<file path="src/rtl/pfe_pkg.sv">
package pfe_pkg;

  typedef enum logic [2:0] {
    FMT_RAW12  = 3'd0,
    FMT_RAW10  = 3'd1,
    FMT_YUV8   = 3'd2,
    FMT_YUV10  = 3'd3,
    FMT_MONO12 = 3'd4,
    FMT_WIDE   = 3'd5
  } pixFmt_e;

  // alignment variant: 0 = full width, 1 = two pad bits, 2 = four pad bits
  typedef struct packed {
    logic       capture;
    logic       wide;
    logic [1:0] align;
    logic       fieldFlip;
  } ctlStrobe_t;

endpackage

</file>
<file path="src/rtl/pfe_ctrl.sv">
module pfe_ctrl
  import pfe_pkg::*;
#(
  parameter int CNT_W = 12
) (
  input  logic             clk,
  input  logic             rstN,
  input  logic             hRef,
  input  logic             vRef,
  input  logic [2:0]       fmtSel,
  input  logic             cropEn,
  input  logic [CNT_W-1:0] hStart,
  input  logic [CNT_W-1:0] hEnd,
  input  logic [CNT_W-1:0] vStart,
  input  logic [CNT_W-1:0] vEnd,
  output ctlStrobe_t       ctl
);

  localparam logic [CNT_W-1:0] CNT_MAX = {CNT_W{1'b1}};

  logic             hPrev, vPrev;
  logic [CNT_W-1:0] hCnt, vCnt;
  logic             hRise, hFall, vRise;
  logic [CNT_W-1:0] hIdx, vIdx;
  logic             inWin, fmtOk, isWide;
  logic [1:0]       alignSel;

  assign hRise = hRef & ~hPrev;
  assign hFall = ~hRef & hPrev;
  assign vRise = vRef & ~vPrev;
  assign hIdx  = hRise ? '0 : hCnt;
  assign vIdx  = vRise ? '0 : vCnt;

  assign inWin = (hIdx >= hStart) && (hIdx <= hEnd) &&
                 (vIdx >= vStart) && (vIdx <= vEnd);

  always_comb begin
    fmtOk    = 1'b1;
    isWide   = 1'b0;
    alignSel = 2'd0;
    case (pixFmt_e'(fmtSel))
      FMT_RAW12, FMT_MONO12: alignSel = 2'd0;
      FMT_RAW10, FMT_YUV10:  alignSel = 2'd1;
      FMT_YUV8:              alignSel = 2'd2;
      FMT_WIDE:              isWide   = 1'b1;
      default:               fmtOk    = 1'b0;
    endcase
  end

  always_ff @(posedge clk or negedge rstN) begin
    if (!rstN) begin
      hPrev <= 1'b0;
      vPrev <= 1'b0;
      hCnt  <= '0;
      vCnt  <= '0;
    end else begin
      hPrev <= hRef;
      vPrev <= vRef;
      if (hRef) hCnt <= (hIdx == CNT_MAX) ? CNT_MAX : hIdx + 1'b1;
      if (vRise)
        vCnt <= '0;
      else if (vRef && hFall && vCnt != CNT_MAX)
        vCnt <= vCnt + 1'b1;
    end
  end

  assign ctl.capture   = hRef & vRef & fmtOk & (~cropEn | inWin);
  assign ctl.wide      = isWide;
  assign ctl.align     = alignSel;
  assign ctl.fieldFlip = vRise;

endmodule

</file>
<file path="src/rtl/pfe_datapath.sv">
module pfe_datapath
  import pfe_pkg::*;
#(
  parameter int OUT_W  = 12,
  parameter int WIDE_W = 40
) (
  input  logic              clk,
  input  logic              rstN,
  input  ctlStrobe_t        ctl,
  input  logic [WIDE_W-1:0] pixData,
  input  logic              fillRep,
  input  logic              hRef,
  input  logic              vRef,
  output logic [OUT_W-1:0]  outData,
  output logic [WIDE_W-1:0] outWide,
  output logic              outValid,
  output logic              outField,
  output logic              outHsync,
  output logic              outVsync
);

  localparam int N_VAR = 3;

  logic [OUT_W-1:0] cand [N_VAR];
  logic [OUT_W-1:0] alignedPix;

  for (genvar g = 0; g < N_VAR; g++) begin : g_align
    localparam int SW  = OUT_W - 2 * g;
    localparam int PAD = OUT_W - SW;
    if (PAD == 0) begin : g_full
      assign cand[g] = pixData[OUT_W-1:0];
    end else begin : g_pad
      assign cand[g] = {pixData[SW-1:0],
                        fillRep ? pixData[SW-1 -: PAD] : {PAD{1'b0}}};
    end
  end

  always_comb begin
    case (ctl.align)
      2'd1:    alignedPix = cand[1];
      2'd2:    alignedPix = cand[2];
      default: alignedPix = cand[0];
    endcase
  end

  always_ff @(posedge clk or negedge rstN) begin
    if (!rstN) begin
      outData  <= '0;
      outWide  <= '0;
      outValid <= 1'b0;
      outField <= 1'b0;
      outHsync <= 1'b0;
      outVsync <= 1'b0;
    end else begin
      outValid <= ctl.capture;
      outData  <= (ctl.capture && !ctl.wide) ? alignedPix : '0;
      outWide  <= (ctl.capture && ctl.wide) ? pixData : '0;
      outHsync <= hRef;
      outVsync <= vRef;
      if (ctl.fieldFlip) outField <= ~outField;
    end
  end

endmodule

</file>
<file path="src/rtl/pix_front_end.sv">
module pix_front_end
  import pfe_pkg::*;
#(
  parameter int CNT_W  = 12,
  parameter int OUT_W  = 12,
  parameter int WIDE_W = 40
) (
  input  logic              clk,
  input  logic              rstN,
  input  logic [WIDE_W-1:0] pixData,
  input  logic              hRef,
  input  logic              vRef,
  input  logic [2:0]        fmtSel,
  input  logic              fillRep,
  input  logic              cropEn,
  input  logic [CNT_W-1:0]  hStart,
  input  logic [CNT_W-1:0]  hEnd,
  input  logic [CNT_W-1:0]  vStart,
  input  logic [CNT_W-1:0]  vEnd,
  output logic [OUT_W-1:0]  outData,
  output logic [WIDE_W-1:0] outWide,
  output logic              outValid,
  output logic              outField,
  output logic              outHsync,
  output logic              outVsync
);

  ctlStrobe_t ctl;

  pfe_ctrl #(.CNT_W(CNT_W)) u_ctrl (
    .clk(clk), .rstN(rstN), .hRef(hRef), .vRef(vRef), .fmtSel(fmtSel),
    .cropEn(cropEn), .hStart(hStart), .hEnd(hEnd), .vStart(vStart),
    .vEnd(vEnd), .ctl(ctl)
  );

  pfe_datapath #(.OUT_W(OUT_W), .WIDE_W(WIDE_W)) u_dp (
    .clk(clk), .rstN(rstN), .ctl(ctl), .pixData(pixData),
    .fillRep(fillRep), .hRef(hRef), .vRef(vRef), .outData(outData),
    .outWide(outWide), .outValid(outValid), .outField(outField),
    .outHsync(outHsync), .outVsync(outVsync)
  );

endmodule

</file>
<file path="config.mk">
export PLATFORM = sky130hd
export DESIGN_NAME = pix_front_end
export DESIGN_NICKNAME = d
export VERILOG_FILES = /design/src/rtl/pfe_pkg.sv /design/src/rtl/pfe_ctrl.sv /design/src/rtl/pfe_datapath.sv /design/src/rtl/pix_front_end.sv
export SDC_FILE = /design/constraint.sdc
export NUM_CORES = 1
export LEC_CHECK = 0
export BUFFER_PORTS_ARGS = -buffer_cell sky130_fd_sc_hd__buf_2
export CAP_MARGIN = 15
export CORE_MARGIN = 4
export CORE_UTILIZATION = 35
export CTS_BUF_LIST = sky130_fd_sc_hd__clkbuf_4
export DETAILED_ROUTE_END_ITERATION = 7
export GPL_ROUTABILITY_DRIVEN = 0
export GPL_TIMING_DRIVEN = 0
export PLACE_DENSITY = 0.66
export SYNTH_ARGS = -nofsm -noshare
export SYNTH_HDL_FRONTEND = slang
export SYNTH_SLANG_ARGS = --single-unit
</file>
<file path="constraint.sdc">
create_clock -name clk -period 2.8 [get_ports clk]
set_input_delay 0.14 -clock clk [delete_from_list [all_inputs] [get_ports clk]]
set_output_delay 0.14 -clock clk [all_outputs]
set_load 0.02 [all_outputs]
</file>
Yosys cells after proc, flatten, opt, wreduce, memory -nomap -nowiden
Cells that the tools add are included.
{ "totals": {"ff_bits": 80, "latch_bits": 0, "ram_bits": 0, "romBits": 0, "input_bits": 97, "mem_count": 0} }
{ "classes": {"addsub": 2, "multipliers": 0, "div_mod_pow": 0, "n_lt_le_gt_ge": 4, "eq_ne": 9, "n_shift": 0, "muxes": 13, "bitwise_logic": 12, "n_reduce_logical": 12} }
{ "ops": {"columns": ["op", "n"], "rows": [
  ["12-bit 2-to-1 mux", 6],
  ["40-bit 2-to-1 mux", 1],
  ["12-bit by 1-bit adder with 12-bit output, second input constant", 2],
  ["12-bit greater-or-equal comparator", 2],
  ["12-bit less-or-equal comparator", 2],
  ["12-bit case mux with 2 select lines", 1],
  ["12-bit == test, second input constant", 1],
  ["12-bit inequality test, second input constant", 1],
  ["1-bit logical AND", 7],
  ["1-bit AND", 6],
  ["3-bit by 2-bit == test with 1-bit output, second input constant", 2],
  ["3-bit == test, second input constant", 2],
  ["6-bit OR reduction", 1],
  ["1-bit NOT", 5],
  ["4-bit 2-to-1 mux", 1],
  ["2-bit case mux with 2 select lines", 1],
  ["3-bit by 1-bit == test with 1-bit output, second input constant", 1],
  ["3-bit logical NOT", 1],
  ["2-bit by 1-bit == test with 1-bit output, second input constant", 1],
  ["2-bit == test, second input constant", 1],
  ["1-bit 2-to-1 mux", 2],
  ["2-bit 2-to-1 mux", 1],
  ["2-bit nonzero test", 1],
  ["2-bit OR reduction", 1],
  ["other kinds (2)", 2]
]} }

Depth between registers and ports, before layout
{ "logic_depth": {"word_depth": 11, "ltp_mapped": 13, "depth_no_buf": 10} }

Cells and area by module
A second synthesis with hierarchy kept.
{ "hier_totals": {"hier_cells": 495, "hier_area_um2": 4774.6} }
{ "modules_own_cells": {"columns": ["module", "n_inst", "cells_per_inst", "area_per_inst_um2"], "rows": [
  ["pfe_ctrl", 1, 340, 2732.6],
  ["pfe_datapath", 1, 155, 2042.0]
]} }

Worst setup path before layout
No wires, ideal clock.
{ "synth_timing": {"kind": "register -> register", "from": "reg, netlist name u_dp.outHsync", "to": "reg u_dp.outData[10]", "setup_ns": 0.101, "arrival_ns": 3.015, "t_required_ns": 2.699, "setup_slack_ns": -0.316, "stages_incl_launch_ff": 13, "path_cell_list": "dfrtp_1 -> nand2b_2 -> buf_2 -> clkbuf_1 -> and2_1 -> ha_1 -> a21oi_1 -> nand2_1 -> a211o_1 -> a2111oi_2 -> o22ai_2 -> buf_2 -> nor4_1"} }
{ "synth_lines": {"columns": ["item", "line", "source"], "rows": [
  ["end signal, assigned", "pfe_datapath.sv:56", "outData <= (ctl.capture && !ctl.wide) ? alignedPix : '0;"],
  ["end, declared", "pfe_datapath.sv:14", "output logic [OUT_W-1:0] outData,"]
]} }

==> metrics <==
Routed Antenna Nets=0; Cells after Synth=551; synth-to-layout area growth=52.23%; Via-to-Cell Ratio=5.000; DRC=0; Slew HR=47.02%; row cnt=42; I/O Pins=153; sw power=0.9313 mW; Routed WL=14570 um; GRT Resource Usage Total=18.36%; Synth Register Bits=80; clock network power share=24.8%; initial antenna violation count=1; CTS tree=done; commonest non-fill, non-tap cell in the layout=buf_2; RSZ-0062 raised after global routing=true; fin. max-slew vios=0; gr ovfl total=0; root buf cell=clkbuf_4; Pwr Total=2.884 mW; iteration-0 DRC count of the detailed router=154; FMAX=351.7 MHz; combinational power share=31.4%; Post-Route Utilization=54.86%; Filler cells=1216; global-route wire length before repair=23920 um; delay of the slowest critical-path stage=440 ps; largest family of logic cells by synthesized area=simple AND/OR/NAND/NOR gates; number of global-route vias before repair=4935; die width=125.5 um; Synth Warn #=0; Pleak=3.623 nW; full die area=15740 um^2; initial core utilization=36.04%; antenna diode count=0; commonest cells after routing, fill and taps aside=152 x buf_2, 79 x dfrtp_1, 65 x nand2_1; Critical Path End Type=flop; CP max FO=8; Flop pwr share=43.8%; min-delay worst type=in2async; status=finished, violations left; largest net degree at the start of global routing=62; Die H=125.5 um; PD cells=392.3 nW/um^2; Post-Synth XOR/XNOR Area=2.539%; Synth cell types=45; Synth Flop Type=dfrtp_1; critical path type=reg2reg; post-synthesis mux area share=0.4145%; switch share=32.29%; fin area=7352 um^2; TritonCTS buffer count=9; final setup fails=15; minimum clock period=2843 ps; Mapped Nets=698; Final Hold Viols=0; post-synthesis compound-gate area fraction=12.75%; Pint=1.953 mW; Layout Nets=932; Reg clk slew, reported paths=130 ps; Clock Latency Late Sink=430 ps; Mapped Area=4830 um^2; Post-synth EDFFs=0; HPWL Detailed=9639 um; CP cell instances=nand2b_4 > buf_8 > and2_4 > ha_4 > and4_4 > nand2_4 > nor3b_4 > a2111oi_4 > buf_4 > o22ai_4 > clkbuf_16 > nor3_1; TritonCTS Sinks=80; Max Cap Viol=0; CP arrival=3160 ps; critical path startpoint category=flop; WL/cell=15.09 um; core area=13400 um^2; failing checks=setup timing; worst hold margin=132.8 ps; worst slew pin tran=794.8 ps; H-tree levels=3; drt pass-1 iters=4; Vias=4830; Clock Tree Buf Depth=2; area post-placement=5878 um^2; final period utilization=101.5%; worst vdd ir=194.5 uV; syn_area_per_cell=8.765 um^2; I/O Buffers=152; register area share after synthesis=41.45%; share of cells above drive strength 1=36.08%; simple logic cell fraction of the synthesized area=23.06%; CP max stage cell=dfrtp_2; WP data required=3120 ps; Async S/R FF share, synth=100.0%; Final Worst Setup Slack=-43.31 ps; skew final=10.65 ps; Post-Synth Adder-Cell Area=13.16%; Setup TNS=-332.6 ps
-- synthesized netlist by cell type, drive strengths merged, types with 2 or more instances --
cell | count | area, um^2
and3 | 6 | 37.54
xnor2 | 5 | 43.79
and2 | 22 | 137.6
inv | 55 | 206.5
clkbuf | 25 | 93.84
nor3 | 41 | 205.2
nand3 | 13 | 65.06
nor3b | 3 | 22.52
o21a | 2 | 15.01
nor2 | 36 | 135.1
mux2i | 2 | 20.02
o21ai | 11 | 55.05
o2111ai | 2 | 17.52
a21oi | 38 | 190.2
a22oi | 12 | 90.09
a211o | 2 | 17.52
nand4 | 14 | 87.58
a2111oi | 5 | 62.56
ha | 50 | 625.6
a221oi | 2 | 17.52
nor4 | 13 | 81.33
a41oi | 2 | 17.52
o22a | 2 | 17.52
a21o | 2 | 15.01
nor2b | 6 | 37.54
dfrtp | 80 | 2002
nand2b | 4 | 27.53
xor2 | 9 | 78.83
o31ai | 2 | 15.01
buf | 4 | 20.02
o211ai | 3 | 22.52
nand2 | 67 | 251.5
-- critical path: cells and delay by family (launching register included) --
family | cells | cell delay, ps
flip-flops | 1 | 440
AO/OA/AOI/OAI | 2 | 540
AND/OR/NAND/NOR | 6 | 930
buffers and inverters | 3 | 560
adder cells (fa/ha/maj) | 1 | 260
-- area by class of cell --
type / count / area (um^2) / area share [%]
Timing Repair Buffer: 223 / 1485 / 20.20
Buffer: 28 / 219.0 / 2.978
Inverter: 55 / 206.4 / 2.808
Tap cell: 176 / 220.2 / 2.995
Multi-Input combinational cell: 388 / 3074 / 41.81
Clock inverter: 4 / 53.80 / 0.7318
Sequential cell: 80 / 2003 / 27.25
Clock buffer: 12 / 90.09 / 1.225
-- flip-flops by register name, indices dropped and copies added (netlist names) --
| signal | count |
|---|---|
| u_dp.outData | 12 |
| u_ctrl.hCnt | 12 |
| u_dp.outField | 1 |
| u_dp.outValid | 1 |
| u_dp.outVsync | 1 |
| u_ctrl.vCnt | 12 |
| u_dp.outWide | 40 |
| u_dp.outHsync | 1 |
-- repair_timing --
item	4_1_cts	5_1_grt
endpoints found under the hold margin	125	0
gates cloned	4	2
hold buffers	45	0
gates resized for setup	79	48
pin swaps	20	14
setup endpoints to repair	63	59
buffers inserted	16	4
-- cells by family (layout without fill, tap and decap cells) --
| logic type | Yosys count | in the layout |
|---|---|---|
| flops | 80 | 80 |
| mux | 2 | 2 |
| buf+inv | 84 | 322 |
| fa+ha+maj | 51 | 51 |
| compound gates | 92 | 93 |
| xor+xnor | 14 | 14 |
| simple gates | 228 | 228 |
-- power groups by stage --
stage          Sequential (mW)  Combinational, mW  Clock [mW]
3_5_place_dp              1.28              0.590           0
3_3_place_gp              1.28              0.579           0
2_1_floorplan             1.29              0.360           0
4_1_cts                   1.26              0.795       0.752
6_report                  1.26              0.906       0.716
5_1_grt                   1.27               1.01       0.820
-- routing by layer --
metal,part of all wire [%],GRT usage (%),vias up
met5,0.048,0,-
met4,0.84,4.145,2
met3,7.4,5.629,15
met2,49,29.67,158
met1,43,24.29,2279
li1,-,-,2376
-- worst paths after layout --
check	slack, ps	to	cells past startpoint	from
hold reg to reg	480	u_dp.outField	1	u_dp.outField
setup / recovery	-40	u_dp.outWide[18]	12	u_dp.outHsync
hold / removal	130	u_dp.outField	2	rstN
setup reg to reg	-40	u_dp.outWide[18]	12	u_dp.outHsync
max in group asynchronous	2060	u_dp.outHsync	3	rstN
min in group clk	180	u_dp.outData[0]	4	fmtSel[0]
-- per-stage QoR --
step,std cells,setup WS (ps)
CTS,961,-113.2
detailed placement,880,-729.7
global placement,879,-696.0
finish,966,-43.31
global route,966,-143.3
floorplan,551,-46.96
Power figures use the tool's default switching activity.
